`src/rtl/stride_pf_pkg.sv`:
```
package stride_pf_pkg;

    // Outcome of filtering one candidate target
    typedef enum logic [1:0] {
        VERDICT_ISSUE    = 2'd0,
        VERDICT_OFF_PAGE = 2'd1,
        VERDICT_OWN_LINE = 2'd2,
        VERDICT_REPEAT   = 2'd3
    } pf_verdict_e;

endpackage

```
`src/rtl/stride_learn.sv`:
```
// Combinational stride learner: compares the new delta with the stored stride.
module stride_learn #(
    parameter int ADDR_W = 32
) (
    input  logic              have_hist_i,
    input  logic [ADDR_W-1:0] last_addr_i,
    input  logic [ADDR_W-1:0] cur_addr_i,
    input  logic [ADDR_W-1:0] stride_i,
    input  logic              conf_i,
    output logic [ADDR_W-1:0] stride_o,
    output logic              conf_o
);
    logic [ADDR_W-1:0] delta;

    always_comb begin
        delta    = cur_addr_i - last_addr_i;   // two's complement
        stride_o = stride_i;
        conf_o   = conf_i;
        if (have_hist_i) begin
            if ((delta != '0) && (delta == stride_i)) begin
                conf_o = 1'b1;
            end else begin
                conf_o   = 1'b0;
                stride_o = delta;
            end
        end
    end
endmodule

```
`src/rtl/pf_target_gen.sv`:
```
// Combinational target computation and filtering.
module pf_target_gen
    import stride_pf_pkg::*;
#(
    parameter int ADDR_W     = 32,
    parameter int LINE_BYTES = 64,
    parameter int PAGE_BYTES = 4096,
    parameter int LOOKAHEAD  = 4
) (
    input  logic [ADDR_W-1:0] cur_addr_i,
    input  logic              conf_i,
    input  logic [ADDR_W-1:0] stride_i,
    input  logic              issued_valid_i,
    input  logic [ADDR_W-1:0] issued_line_i,
    output pf_verdict_e       verdict_o,
    output logic [ADDR_W-1:0] line_o
);
    localparam int LINE_W = $clog2(LINE_BYTES);
    localparam int PAGE_W = $clog2(PAGE_BYTES);
    localparam logic [ADDR_W-1:0] LA_MULT   = ADDR_W'(LOOKAHEAD);
    localparam logic [ADDR_W-1:0] LINE_STEP = ADDR_W'(LINE_BYTES);

    logic [ADDR_W-1:0] acc_line;
    logic [ADDR_W-1:0] target;
    logic              same_page;
    logic              same_line;

    always_comb begin
        acc_line  = {cur_addr_i[ADDR_W-1:LINE_W], {LINE_W{1'b0}}};
        target    = conf_i ? (cur_addr_i + stride_i * LA_MULT)
                           : (acc_line + LINE_STEP);
        line_o    = {target[ADDR_W-1:LINE_W], {LINE_W{1'b0}}};
        same_page = (target[ADDR_W-1:PAGE_W] == cur_addr_i[ADDR_W-1:PAGE_W]);
        same_line = (target[ADDR_W-1:LINE_W] == cur_addr_i[ADDR_W-1:LINE_W]);
        if (!same_page)                                  verdict_o = VERDICT_OFF_PAGE;
        else if (same_line)                              verdict_o = VERDICT_OWN_LINE;
        else if (issued_valid_i && line_o == issued_line_i) verdict_o = VERDICT_REPEAT;
        else                                             verdict_o = VERDICT_ISSUE;
    end
endmodule

```
`src/rtl/stride_prefetcher.sv`:
```
module stride_prefetcher
    import stride_pf_pkg::*;
#(
    parameter int ADDR_W     = 32,
    parameter int LINE_BYTES = 64,
    parameter int PAGE_BYTES = 4096,
    parameter int LOOKAHEAD  = 4
) (
    input  logic              clk,
    input  logic              rst,
    input  logic              acc_valid_i,
    input  logic [ADDR_W-1:0] acc_addr_i,
    output logic              pf_valid_o,
    input  logic              pf_ready_i,
    output logic [ADDR_W-1:0] pf_addr_o
);
    typedef struct packed {
        logic              have_hist;
        logic [ADDR_W-1:0] last_addr;
        logic [ADDR_W-1:0] stride;
        logic              conf;
        logic              issued_valid;  // pf_addr holds the last issued line
        logic              pend;
        logic [ADDR_W-1:0] pf_addr;
    } pf_state_t;

    pf_state_t         st_d, st_q;
    logic [ADDR_W-1:0] stride_nx;
    logic              conf_nx;
    pf_verdict_e       verdict;
    logic [ADDR_W-1:0] cand_line;

    stride_learn #(.ADDR_W(ADDR_W)) u_learn (
        .have_hist_i (st_q.have_hist),
        .last_addr_i (st_q.last_addr),
        .cur_addr_i  (acc_addr_i),
        .stride_i    (st_q.stride),
        .conf_i      (st_q.conf),
        .stride_o    (stride_nx),
        .conf_o      (conf_nx)
    );

    pf_target_gen #(
        .ADDR_W     (ADDR_W),
        .LINE_BYTES (LINE_BYTES),
        .PAGE_BYTES (PAGE_BYTES),
        .LOOKAHEAD  (LOOKAHEAD)
    ) u_target (
        .cur_addr_i     (acc_addr_i),
        .conf_i         (conf_nx),
        .stride_i       (stride_nx),
        .issued_valid_i (st_q.issued_valid),
        .issued_line_i  (st_q.pf_addr),
        .verdict_o      (verdict),
        .line_o         (cand_line)
    );

    always_comb begin
        st_d = st_q;
        if (st_q.pend && pf_ready_i) begin
            st_d.pend = 1'b0;
        end
        if (acc_valid_i) begin
            st_d.have_hist = 1'b1;
            st_d.last_addr = acc_addr_i;
            st_d.stride    = stride_nx;
            st_d.conf      = conf_nx;
            if (verdict == VERDICT_ISSUE) begin
                st_d.pend         = 1'b1;              // replaces a stale one
                st_d.pf_addr      = cand_line;
                st_d.issued_valid = 1'b1;
            end
        end
    end

    always_ff @(posedge clk) begin
        if (rst) begin
            st_q <= '0;
        end else begin
            st_q <= st_d;
        end
    end

    assign pf_valid_o = st_q.pend;
    assign pf_addr_o  = st_q.pf_addr;
endmodule

```
`config.mk`:
```
export PLATFORM = sky130hd
export DESIGN_NAME = stride_prefetcher
export DESIGN_NICKNAME = d
export VERILOG_FILES = /design/src/rtl/stride_pf_pkg.sv /design/src/rtl/stride_learn.sv /design/src/rtl/pf_target_gen.sv /design/src/rtl/stride_prefetcher.sv
export SDC_FILE = /design/constraint.sdc
export NUM_CORES = 1
export LEC_CHECK = 0
export ABC_AREA = 1
export BUFFER_PORTS_ARGS = -buffer_cell sky130_fd_sc_hd__buf_4
export CAP_MARGIN = 20
export CORE_AREA = 2 2 141 143
export CTS_CLUSTER_SIZE = 40
export DETAILED_ROUTE_END_ITERATION = 12
export DIE_AREA = 0 0 143 145
export PLACE_DENSITY = 0.76
export SYNTH_ARGS = -nofsm -noshare
export SYNTH_HDL_FRONTEND = slang
export SYNTH_SLANG_ARGS = --single-unit
```
`constraint.sdc`:
```
create_clock -name clk -period 10.3 [get_ports clk]
set_clock_uncertainty 0.2 [all_clocks]
set_input_delay 2.575 -clock clk [delete_from_list [all_inputs] [get_ports clk]]
set_output_delay 2.575 -clock clk [all_outputs]
set_load 0.1 [all_outputs]
```
# Yosys cells after proc, flatten, opt, wreduce, memory -nomap -nowiden
# Index checks and enable logic that the tools add are counted.
totals:
  register_bits: 94
  word_cells: 34
classes:
  muxes: 11
  reduce_logical: 7
  n_eq_ne: 4
  bitwise: 1
  add_sub_neg: 3
op_table:
  columns: ["cell", "count"]
  rows:
  - ["33-bit two-way mux", 2]
  - ["30-bit two-way mux", 2]
  - ["26-bit == test", 2]
  - ["32-bit adder", 1]
  - ["32-bit by 7-bit adder with 32-bit output (second input constant)", 1]
  - ["32-bit == test", 1]
  - ["32-bit two-way mux", 1]
  - ["32-bit nonzero test", 1]
  - ["32-bit subtractor", 1]
  - ["20-bit == test", 1]
  - ["2-bit two-way mux", 3]
  - ["1-bit logical AND", 3]
  - ["1-bit two-way mux", 3]
  - ["3-bit AND reduction", 1]
  - ["2-bit zero test", 1]
  - ["2-bit AND reduction", 1]
  - ["1-bit NOT", 1]

# Longest topological paths before layout
logic_depth:
  ltp_word: 15
  mapped_depth: 40

# Hierarchy
# Synthesis repeated with hierarchy kept, for this count alone.
unflattened:
  hier_cells: 2280
  hier_area_um2: 12187.9
by_module_without_submodules:
  columns: ["module", "seq_area_each_um2", "area_per_inst_um2", "n_inst", "cells_each"]
  rows:
  - ["pf_target_gen", 0.0, 4310.4, 1, 911]
  - ["stride_prefetcher", 2001.9, 3995.1, 1, 536]
  - ["stride_learn", 0.0, 3882.5, 1, 833]

# Least setup slack after synthesis
# No wires, ideal clock.
synth_path:
  kind: "input to register"
  startpoint: "input acc_addr_i[0]"
  endpoint: "register st_q (netlist bit pf_addr_o[26])"
  n_path_buf: 1
  setup_ns: 0.114
  setup_slack_ns: 3.279
  t_arrival_ns: 6.707
  cell_stages: 36
  cell_sequence: "inv_1 -> ha_1 -> inv_1 -> fa_1 -> nand2_1 -> nand2_1 -> nand3_2 -> nand2_2 -> nand2_1 -> nand3b_1 -> nand2_1 -> nand2_1 -> o21ai_0 -> inv_1 -> ha_1 -> a21oi_1 -> o21ai_0 -> o21bai_1 -> a31oi_1 -> inv_1 -> a21oi_1 -> xor2_1 -> inv_1 -> nand3_1 -> nand2_1 -> nand2_1 -> nand2_1 -> nor2_1 -> nand2_1 -> nor2_1 -> nand2_1 -> nor2_2 -> nand4_4 -> buf_2 -> a21oi_1 -> nor2_1"
synth_between:
  elab_chain_cells: 14
  word_cells_on_any_way: 19
  classes_between: "add/sub: 2; eq/ne: 4; mux: 8; reduce/logical: 5"
synth_lines:
  columns: ["element", "line_no", "text"]
  rows:
  - ["start: declaration", "stride_prefetcher.sv:12", "input logic [ADDR_W-1:0] acc_addr_i,"]
  - ["32-bit subtractor *", "stride_learn.sv:16", "delta = cur_addr_i - last_addr_i;"]
  - ["32-bit == test / 32-bit nonzero test (equally long branches)", "stride_learn.sv:20", "if ((delta != '0) && (delta == stride_i)) begin"]
  - ["1-bit logical AND", "stride_learn.sv:20", null]
  - ["30-bit two-way mux *", "stride_learn.sv:20", null]
  - ["30-bit two-way mux *", "stride_learn.sv:19", "if (have_hist_i) begin"]
  - ["via stride_nx[12]", "stride_prefetcher.sv:28", "logic [ADDR_W-1:0] stride_nx;"]
  - ["32-bit adder *", "pf_target_gen.sv:30", "target = conf_i ? (cur_addr_i + stride_i * LA_MULT)"]
  - ["32-bit two-way mux *", "pf_target_gen.sv:30", null]
  - ["26-bit == test", "pf_target_gen.sv:37", "else if (issued_valid_i && line_o == issued_line_i) verdict_o = VERDICT_REPEAT;"]
  - ["1-bit logical AND", "pf_target_gen.sv:37", null]
  - ["2-bit two-way mux", "pf_target_gen.sv:37", null]
  - ["2-bit two-way mux", "pf_target_gen.sv:36", "else if (same_line) verdict_o = VERDICT_OWN_LINE;"]
  - ["2-bit two-way mux", "pf_target_gen.sv:35", "if (!same_page) verdict_o = VERDICT_OFF_PAGE;"]
  - ["2-bit zero test", "stride_prefetcher.sv:68", "if (verdict == VERDICT_ISSUE) begin"]
  - ["2-bit AND reduction (no line)", null, null]
  - ["end signal: assignment", "stride_prefetcher.sv:80", "st_q <= st_d;"]
  - ["end: declaration", "stride_prefetcher.sv:27", "pf_state_t st_d, st_q;"]
# Mark *: on every way through the listed nets, which the timed path passes. The rest lies on a longest branch.
# A chain may end at the register's enable or synchronous reset.

# Worst setup path after layout
layout_path:
  startpoint: "input acc_addr_i[0]"
  endpoint: "register st_q (netlist bit pf_addr_o[13])"
# The elaborated chain is that of the path after synthesis.

==> metrics <==
Area Overhead vs Synth=6.069%; Ys Warns=0; status=finished, final reports clean; combinational family with the most area after synthesis=simple AND/OR/NAND/NOR gates; startpoint types=input port; Final TNS setup=0 ns; Worst-Skew Late Latency=0.37 ns; chip height=145 um; worst vdd rail ir drop=0.00007212 V; Slew Viols, Final=0; Tmin final=7.995 ns; Rel. slew slack=39.87%; Top Ports=69; Global Route Usage Sum=33.32%; hpwl dp=27.91 mm; Hold Slack=0.2592 ns; CTS Buf Count=9; critical path class=in -> reg; sequential area share after synthesis=17.06%; H-tree depth=3; gr busiest metal=met2; Die W=143 um; antenna viol nets, final=0; post-CTS setup buffer count=0; initial antenna violation count=0; Worst-Margin Slew=0.9010 ns; M1 GR Usage=48.08%; synthesized flop and latch total=94; Post-Synth Adder-Cell Area=7.102%; Hold Fails Final Rpt=0; hold buffers post-CTS=0; slowest stage delay, CP=0.58 ns; share of post-route cells with drive strength above 1=4.872%; post-cts sizing count=0; Power, Total=1424 uW; Crit. End Element=register; cell count after synthesis=2022; drt first pass iters=5; GRT overflow=0; Final #Nets=2125; initial core utilization=57.42%; WP data required=10.35 ns; Port-buffer cells=62; Clock Sinks=94; Most used DFF post-synth=dfxtp_1; DRC errors left=0; Post-synth ARST share=0%; total die area=20740 um2; initial drt markers=1136; final period utilization=77.62%; PD cells=121.7 nW/um2; vias after detailed routing=12158; clock-pin slew on the worst setup and hold paths=0.07 ns; most used cell, CP=nand2_1; largest net degree at the start of global routing=75; most instantiated library cell after synthesis=nand2_1; ANT cells=0; GPL Wtd Cong=0.9704; EDFF count, synth=0; first-pass GRT wire length=55.02 mm; Worst Hold Class=reg -> reg; DR WL/cell=15.05 um; crit path DAT=8.05 ns; most frequent cells after synthesis=nand2_1, inv_1, nand3_1, nor2_1, a21oi_1; unrepaired setup endpoints after global routing=no; Finish-stage setup viols=0; Root Driver=clkbuf_16; Compound-Gate Fraction of Synth Area=12.96%; Post-Syn Area per Cell=5.455 um2; Post-Syn Area=11030 um2; Clock Tree Buf Depth=2; total core area=19210 um2; area leader, netlist=nand2_1; Pleak=0.006531 uW; critical-path maximum fanout=54; TritonCTS clock tree=done; Synth Area in Simple Gates=41.93%; GRT met2 Usage=51.75%; vias in the first global route=10966; max_cap viols=0; site row count=51; Unique masters post-synth=43; synth top area cells=nand2_1, dfxtp_1, inv_1; CP max stage cell=nand4_4; Via density=5.293; drt total wl=34.58 mm; Synth Area in XOR/XNOR=4.753%; Synth top area share=23.18%; Max Fclk=0.1251 GHz; post-synthesis mux area share=0%; met3 GRT Util=3.465%
## cell families (layout without fill, tap and decap cells)
group                    Yosys count  after routing
AO/OA/AOI/OAI                    270            270
XOR/XNOR                          55             55
adder cells (fa/ha/maj)           62             62
buffers and inverters            427            432
flip-flops                        94             94
other                              1              6
AND/OR/NAND/NOR                 1113           1113
## metrics by stage
stage	setup slack, ns	instance area (um2)	util [%]	instances
floorplan	3.279	11050	-	2027
global placement	2.102	11410	59.40	2281
detailed placement	2.009	11410	59.40	2281
CTS	2.366	11700	60.91	2297
global route	1.697	11700	60.91	2297
finish	2.305	11700	60.91	2297
## placed cells by master (no fill, tap or decap), types with 2 or more instances in the layout
cell type | netlist | routed
nand2_1 | 681 | 681
inv_1 | 349 | 348
nand3_1 | 182 | 182
nor2_1 | 175 | 174
a21oi_1 | 138 | 138
o21ai_0 | 101 | 101
dfxtp_1 | 94 | 94
buf_4 | 34 | 66
ha_1 | 61 | 61
xor2_1 | 34 | 34
nand4_1 | 20 | 20
nand3b_1 | 19 | 19
xnor2_1 | 18 | 18
nor3_1 | 17 | 17
clkbuf_16 | 0 | 9
o21a_1 | 8 | 8
o21bai_1 | 7 | 7
a31oi_1 | 7 | 7
conb_1 | 1 | 6
nand2_2 | 5 | 5
inv_6 | 0 | 4
and2_1 | 3 | 3
nor2_2 | 2 | 3
or2_2 | 3 | 3
a21o_1 | 2 | 2
xnor3_1 | 2 | 2
nand2_4 | 2 | 2
## state kept, by name, indices dropped and copies added, names as in the netlist
name	count
st_q	67
pf_addr_o	26
pf_valid_o	1
## area by class of cell
| type | instances | area, um2 |
|---|---|---|
| Clock buffer | 9 | 225.2 |
| Clock inverter | 7 | 65.06 |
| Timing Repair Buffer | 66 | 495.5 |
| Sequential cell | 94 | 1882 |
| Multi-Input combinational cell | 1506 | 7386 |
| Tap cell | 265 | 331.6 |
| Fill cell | 2053 | 7508 |
| Inverter | 350 | 1314 |
## report_power, final
part | switching (uW) | internal [uW]
Combinational | 462 | 225
Clock | 173 | 170
Sequential | 13.2 | 381
## final timing paths
path,start,endpoint,slack [ns],cells after the start
setup reg to reg,st_q[67],pf_addr_o[13],4.34,30
hold reg to reg,st_q[33],st_q[33],0.26,2
setup / recovery,acc_addr_i[0],pf_addr_o[13],2.30,32
hold / removal,st_q[33],st_q[33],0.26,2
## critical path, delay by kind of cell
family	cells	cell delay (ns)
compound gates	4	1.17
xor+xnor	2	0.47
fa+ha+maj	3	0.95
buf+inv	5	0.41
simple gates	18	2.44
## per-layer routing
metal  vias up  wire length (um)
li1       6309                 -
met1      5368             16360
met2       432             14900
met3        49              2432
met4         0               878
met5         -                 0
Note: power is estimated with default switching activity, not from simulation.
